`src/rtl/fp_pkg.sv`:
```
package fp_pkg;
  localparam int INSN_W = 8;
  localparam int SEL_W  = INSN_W / 2;
  localparam int PC_W   = 2 * INSN_W;

  localparam logic [SEL_W-1:0] OP_NOP  = 4'h0;
  localparam logic [SEL_W-1:0] OP_ALU  = 4'h1;
  localparam logic [SEL_W-1:0] OP_CMOV = 4'h2;
  localparam logic [SEL_W-1:0] OP_MOV  = 4'h3;
  localparam logic [SEL_W-1:0] OP_JC   = 4'h4;
  localparam logic [SEL_W-1:0] OP_JMP  = 4'h5;
  localparam logic [SEL_W-1:0] OP_FLA  = 4'h6;

  localparam logic [SEL_W-1:0] CS_ZERO = 4'h0;
  localparam logic [SEL_W-1:0] CS_EQ   = 4'h1;
  localparam logic [SEL_W-1:0] CS_GT   = 4'h2;
  localparam logic [SEL_W-1:0] CS_LT   = 4'h3;
  localparam logic [SEL_W-1:0] CS_CARRY = 4'h4;
  localparam logic [SEL_W-1:0] AL_ADD  = 4'h8;
  localparam logic [SEL_W-1:0] AL_AND  = 4'h9;
  localparam logic [SEL_W-1:0] AL_OR   = 4'hA;
  localparam logic [SEL_W-1:0] AL_XOR  = 4'hB;

  typedef enum logic [1:0] {PH_OP, PH_LO, PH_HI} phase_e;
  typedef enum logic [1:0] {DS_NONE, DS_ALU, DS_A, DS_FLAG} dsel_e;
endpackage

```
`src/rtl/fp_cond_alu.sv`:
```
module fp_cond_alu
  import fp_pkg::*;
#(
  parameter int DATA_W = 8
) (
  input  logic [DATA_W-1:0] a,
  input  logic [DATA_W-1:0] b,
  input  logic [SEL_W-1:0]  sel,
  output logic              cond,
  output logic [DATA_W-1:0] result
);
  localparam int SUM_W = DATA_W + 1;
  logic [SUM_W-1:0] sum;

  assign sum = {1'b0, a} + {1'b0, b};

  always_comb begin
    case (sel)
      CS_ZERO:  cond = (a == '0);
      CS_EQ:    cond = (a == b);
      CS_GT:    cond = (a > b);
      CS_LT:    cond = (a < b);
      CS_CARRY: cond = sum[DATA_W];
      default:  cond = 1'b0;
    endcase
  end

  always_comb begin
    case (sel)
      CS_ZERO, CS_EQ, CS_GT, CS_LT, CS_CARRY:
                result = {{(DATA_W-1){1'b0}}, cond};
      AL_ADD:   result = sum[DATA_W-1:0];
      AL_AND:   result = a & b;
      AL_OR:    result = a | b;
      AL_XOR:   result = a ^ b;
      default:  result = '0;
    endcase
  end
endmodule

```
`src/rtl/fp_decode.sv`:
```
module fp_decode
  import fp_pkg::*;
(
  input  logic [SEL_W-1:0] opc,
  input  logic             cond,
  output logic             we_a,
  output logic             we_b,
  output logic             we_c,
  output logic             jump,
  output logic             jump_take,
  output dsel_e            dsel
);
  always_comb begin
    we_a      = 1'b0;
    we_b      = 1'b0;
    we_c      = 1'b0;
    jump      = 1'b0;
    jump_take = 1'b0;
    dsel      = DS_NONE;
    case (opc)
      OP_ALU:  begin we_c = 1'b1; dsel = DS_ALU; end
      OP_CMOV: begin we_b = cond; dsel = DS_A; end
      OP_MOV:  begin we_b = 1'b1; dsel = DS_A; end
      OP_JC:   begin jump = 1'b1; jump_take = cond; end
      OP_JMP:  begin jump = 1'b1; jump_take = 1'b1; end
      OP_FLA:  begin we_a = 1'b1; dsel = DS_FLAG; end
      default: ;
    endcase
  end
endmodule

```
`src/rtl/fp_pc_seq.sv`:
```
module fp_pc_seq
  import fp_pkg::*;
#(
  parameter logic [PC_W-1:0] RESET_PC = '0
) (
  input  logic              clk,
  input  logic              rst,
  input  logic              jump_start,
  input  logic              jump_take,
  input  logic [INSN_W-1:0] byte_in,
  output logic [PC_W-1:0]   pc,
  output phase_e            phase
);
  logic [INSN_W-1:0] tgt_lo;
  logic              take_q;

  always_ff @(posedge clk) begin
    if (rst) begin
      pc     <= RESET_PC;
      phase  <= PH_OP;
      tgt_lo <= '0;
      take_q <= 1'b0;
    end else begin
      case (phase)
        PH_OP: begin
          pc <= pc + PC_W'(1);
          if (jump_start) begin
            phase  <= PH_LO;
            take_q <= jump_take;
          end
        end
        PH_LO: begin
          tgt_lo <= byte_in;
          pc     <= pc + PC_W'(1);
          phase  <= PH_HI;
        end
        PH_HI: begin
          pc     <= take_q ? {byte_in, tgt_lo} : pc + PC_W'(1);
          take_q <= 1'b0;
          phase  <= PH_OP;
        end
        default: phase <= PH_OP;
      endcase
    end
  end
endmodule

```
`src/rtl/flagpred_seq.sv`:
```
module flagpred_seq
  import fp_pkg::*;
#(
  parameter int              DATA_W   = 8,
  parameter logic [PC_W-1:0] RESET_PC = '0
) (
  input  logic              clk,
  input  logic              rst,
  input  logic [INSN_W-1:0] code_byte,
  input  logic [DATA_W-1:0] reg_a,
  input  logic [DATA_W-1:0] reg_b,
  output logic [PC_W-1:0]   pc,
  output logic              wr_a,
  output logic              wr_b,
  output logic              wr_c,
  output logic [DATA_W-1:0] wr_data,
  output logic              flag
);
  logic [SEL_W-1:0]  opc;
  logic [SEL_W-1:0]  sel;
  logic              cond;
  logic [DATA_W-1:0] alu_res;
  logic              we_a, we_b, we_c, jump, jump_take;
  dsel_e             dsel;
  phase_e            phase;
  logic              in_op;
  logic [DATA_W-1:0] data_n;

  assign opc   = code_byte[INSN_W-1:SEL_W];
  assign sel   = code_byte[SEL_W-1:0];
  assign in_op = (phase == PH_OP);

  fp_cond_alu #(.DATA_W(DATA_W)) u_alu (
    .a(reg_a), .b(reg_b), .sel(sel), .cond(cond), .result(alu_res)
  );

  fp_decode u_dec (
    .opc(opc), .cond(cond), .we_a(we_a), .we_b(we_b), .we_c(we_c),
    .jump(jump), .jump_take(jump_take), .dsel(dsel)
  );

  fp_pc_seq #(.RESET_PC(RESET_PC)) u_pc (
    .clk(clk), .rst(rst), .jump_start(in_op && jump), .jump_take(jump_take),
    .byte_in(code_byte), .pc(pc), .phase(phase)
  );

  always_comb begin
    case (dsel)
      DS_ALU:  data_n = alu_res;
      DS_A:    data_n = reg_a;
      DS_FLAG: data_n = {{(DATA_W-1){1'b0}}, cond};
      default: data_n = '0;
    endcase
  end

  always_ff @(posedge clk) begin
    if (rst) begin
      wr_a    <= 1'b0;
      wr_b    <= 1'b0;
      wr_c    <= 1'b0;
      wr_data <= '0;
      flag    <= 1'b0;
    end else begin
      wr_a    <= in_op && we_a;
      wr_b    <= in_op && we_b;
      wr_c    <= in_op && we_c;
      wr_data <= (in_op && (we_a || we_b || we_c)) ? data_n : '0;
      if (in_op) flag <= cond;
    end
  end
endmodule

```
`config.mk`:
```
export PLATFORM = sky130hd
export DESIGN_NAME = flagpred_seq
export DESIGN_NICKNAME = d
export VERILOG_FILES = /design/src/rtl/fp_pkg.sv /design/src/rtl/fp_cond_alu.sv /design/src/rtl/fp_decode.sv /design/src/rtl/fp_pc_seq.sv /design/src/rtl/flagpred_seq.sv
export SDC_FILE = /design/constraint.sdc
export NUM_CORES = 1
export LEC_CHECK = 0
export BUFFER_PORTS_ARGS = -buffer_cell sky130_fd_sc_hd__buf_2
export CAP_MARGIN = 20
export CORE_ASPECT_RATIO = 1.1
export CORE_UTILIZATION = 57
export CTS_CLUSTER_DIAMETER = 60
export DETAILED_ROUTE_END_ITERATION = 8
export PLACE_DENSITY = 0.81
export SYNTH_ARGS = -nofsm -noshare
export SYNTH_HDL_FRONTEND = slang
export SYNTH_HIERARCHICAL = 1
export SYNTH_SLANG_ARGS = --single-unit
```
`constraint.sdc`:
```
create_clock -name clk -period 2.8 [get_ports clk]
set_input_delay 0.42 -clock clk [delete_from_list [all_inputs] [get_ports clk]]
set_output_delay 0.42 -clock clk [all_outputs]
set_load 0.01 [all_outputs]
```
==> summary.txt <==
Synthesis
  • Largest family of logic cells by synthesized area: simple AND/OR/NAND/NOR gates
  • Post-synth top area share: 0.258
  • Cell count after synthesis: 378
  • Post-synthesis xor/xnor area fraction: 0.00580
  • Seq/Total Area, Yosys: 0.258
  • Yosys warning total: 6
  • Post-Synth Adder-Cell Area: 0.110
  • Synth Area in Simple Gates: 0.262
  • Mapped Avg Cell Area: 7.99 sq um
  • #FFs+latches synth: 39
  • Post-synth EDFFs: 0
  • Most area-consuming cells after synthesis: dfxtp_1 (26%), ha_1 (10%), a21oi_1 (5.1%), nor2_1 (4.6%), nand2_1 (4.3%)
  • Post-synth top flop: dfxtp_1
  • Async set-reset flop share out of synthesis: 0
  • Synth Area in Compound Gates: 0.247
  • Synth unique cells: 65
  • Post-Syn Area: 0.00302 sq mm
  • Post-synthesis mux area share: 0.0464
  • Syn_nets: 430
  • Yosys top cell by area: dfxtp_1

STA
  • RSZ-0062 raised after global routing: false
  • F_max: 0.392 GHz
  • Clk_skew: 0.00515 ns
  • Final period util: 0.912
  • Least-Margin Pin Slew: 0.644 ns
  • Min Clock Period, post-route: 2.55 ns
  • Setup_tns: 0 ns
  • Fin worst setup slack: 0.246 ns
  • # setup viols final: 0
  • Worst relative slew slack: 0.571
  • Final Max Tran Viols: 0
  • Final Hold Fails: 0

Clock network
  • CTS Buf Count: 5
  • CTS tree: built
  • CTS Buffer Depth: 2
  • Post CTS Setup Buffer Count: 0
  • Post-CTS Hold Buffers: 0
  • Clk Latency, worst-skew pair: 0.29 ns
  • CTS clk-pin slew, worst paths: 0.07 ns
  • Root Driver: clkbuf_8
  • Clock Sinks: 39
  • Resized Gates After CTS: 0
  • H-Tree Depth: 2

Die
  • Rows: 27
  • Core ar.: 0.00507 sq mm
  • Die boundary width: 71.4 um
  • Die area: 0.00559 sq mm
  • Die Ht: 78.3 um
  • Initial cell density of the core: 0.596
  • Top Ports: 54

GRT
  • First-pass GRT wire length: 12000 um
  • Vias in the first global route: 2645
  • Antenna violations before repair: 0
  • GRT Total Usage: 0.269
  • Global route overflow: 0
  • Pin count of the biggest net entering global routing: 35

Setup path
  • Worst Setup SP: reg_a[7]
  • Worst R2R Path Depth: 4
  • WP data required: 3.02 ns
  • Critical path arrival: 2.78 ns
  • Crit. End Element: register
  • FF-to-FF End: u_pc/pc[14]$_SDFFE_PP0P_
  • R2R Path Start: u_pc/phase[1]$_SDFFE_PP0P_
  • Setup Crit Path Kind: in2reg
  • Crit start category: input port
  • CP max FO: 8
  • R2R setup slack: 0.91 ns

Placed design
  • Detailed Place HPWL: 5540 um
  • DP Area: 0.00335 sq mm
  • Cells after DPL: 482
  • GP Congestion: 0.840
  • Dpl ws: 0.00744 ns
  • PortBufs: 53

Run status
  • Status: finished with violations
  • Failing checks: design-rule violations

Detailed routing
  • Drt first-iter violations: 174
  • WL/cell: 15.3 um
  • Vias per inst: 6.19
  • Via count: 3020
  • First-pass iteration count of the detailed router: 8
  • ANT nets after route: 0
  • Drt drc: 4
  • DRT Wirelength: 7470 um

Worst hold path
  • Worst Hold Endpoint: u_pc/tgt_lo[4]$_SDFFE_PP0N_
  • HP Start: code_byte[4]
  • Hold Crit Depth: 3
  • Worst hold-check path type: in2reg

Power
  • Max VDD drop: 0.164 mV
  • Pwr Density: 348 mW/mm^2
  • Leak: 1.51 nW

Finish
  • Final instance area: 0.00342 sq mm
  • Post-layout nets: 483
  • Area delta synth->final: 13.2%
  • Layout cell share with drive strength beyond 1: 0.228
  • Post-route insts no fill: 488
  • Ant. Diodes: 0

Job
  • Max_cap viols: 0
-- final cells by class --
class	count	area (sq um)
Multi-Input combinational cell	292	2030
Fill cell	413	1650
Sequential cell	39	781
Timing Repair Buffer	66	363
Inverter	27	101
Clock buffer	6	72.6
Tap cell	58	72.6
-- power breakdown --
| group | internal, W | switching (W) |
|---|---|---|
| clock network | 0.000166 | 0.000181 |
| logic | 0.000115 | 0.000156 |
| registers | 0.000564 | 0.0000101 |
-- cell usage after synthesis, drive strengths merged (3+ instances only) --
cell type and n:
nand3 14, nor3b 3, buf 13, o21bai 3, a22oi 13, ha 25
a31oi 3, a311oi 4, nor2b 7, a21oi 31, o211ai 4, o21ai 15
and2 8, nand3b 5, nand2b 7, clkbuf 7, nand4 4, inv 27
dfxtp 39, nor4 9, o21a 4, mux2 6, nor3 13, mux2i 5
a211oi 6, nand2 35, nor2 37
-- routing by layer --
| layer | up-vias | routed length, um | GRT usage |
|---|---|---|---|
| li1 | 1464 | - | - |
| met3 | 23 | 360 | 0.0385 |
| met4 | 0 | 218 | 0.114 |
| met2 | 125 | 3730 | 0.475 |
| met1 | 1408 | 3160 | 0.321 |
| met5 | - | 0 | 0 |
-- sequential cells by signal, summed over array words and instances (netlist names) --
name,flops
wr_data,8
flag,1
u_pc/tgt_lo,8
u_pc/pc,16
u_pc/take_q,1
wr_c,1
wr_a,1
u_pc/phase,2
wr_b,1
-- critical path, cell delays in order --
cell and delay [ns]:
buf_2 0.15, inv_1 0.06, ha_1 0.37, nor4_1 0.38
buf_4 0.20, nand2_1 0.08, nor2_1 0.10, o211ai_1 0.12
nand3_1 0.14, nor2_1 0.06, nor3_1 0.39, o31ai_4 0.17
nor2_1 0.13
-- worst max-delay path by stage --
stage	end	slack, ns	cells past startpoint
after CTS	wr_data[7]$_SDFF_PP0_	0.27	12
after global routing	wr_data[4]$_SDFF_PP0_	0.09	12
after detailed placement	wr_data[7]$_SDFF_PP0_	0.007	12
after floorplan	wr_data[0]$_SDFF_PP0_	0.31	12
after global placement	wr_data[6]$_SDFF_PP0_	0.06	12
final	wr_data[7]$_SDFF_PP0_	0.25	13
-- cell families (layout without fill, tap and decap cells) --
family / after synthesis / in the layout
compound gates: 105 / 105
xor+xnor: 2 / 2
fa+ha+maj: 26 / 26
buf+inv: 47 / 99
flops: 39 / 39
mux: 12 / 12
simple gates: 147 / 147
-- metrics by stage --
stage,hold slack [ns],utilization,total power (W)
final,0.441,0.675,0.00119
after global routing,0.455,0.675,0.00125
after CTS,0.441,0.675,0.00119
after detailed placement,0.449,0.660,0.000852
after global placement,0.441,0.660,0.000844
after floorplan,0.432,-,0.000757
-- placed cells by master (no fill, tap or decap), types with 3 or more instances in the layout --
| cell | synthesis | final |
|---|---|---|
| buf_2 | 6 | 53 |
| dfxtp_1 | 39 | 39 |
| nor2_1 | 37 | 37 |
| nand2_1 | 35 | 35 |
| a21oi_1 | 31 | 31 |
| inv_1 | 26 | 26 |
| ha_1 | 25 | 25 |
| a22oi_1 | 13 | 13 |
| buf_4 | 5 | 13 |
| nand3_1 | 12 | 12 |
| o21ai_0 | 10 | 10 |
| nor3_1 | 9 | 9 |
| nor4_1 | 9 | 9 |
| nor2b_1 | 7 | 7 |
| nand2b_1 | 7 | 7 |
| mux2_2 | 6 | 6 |
| a211oi_1 | 6 | 6 |
| and2_1 | 5 | 5 |
| clkbuf_8 | 0 | 5 |
| mux2i_1 | 5 | 5 |
| o21a_1 | 4 | 4 |
| o211ai_1 | 4 | 4 |
| nand4_1 | 4 | 4 |
| a311oi_1 | 4 | 4 |
| nand3b_1 | 4 | 4 |
| and2_2 | 3 | 3 |
| o21ai_1 | 3 | 3 |
| o21bai_1 | 3 | 3 |
| a31oi_1 | 3 | 3 |
Power figures use the tool's default switching activity.
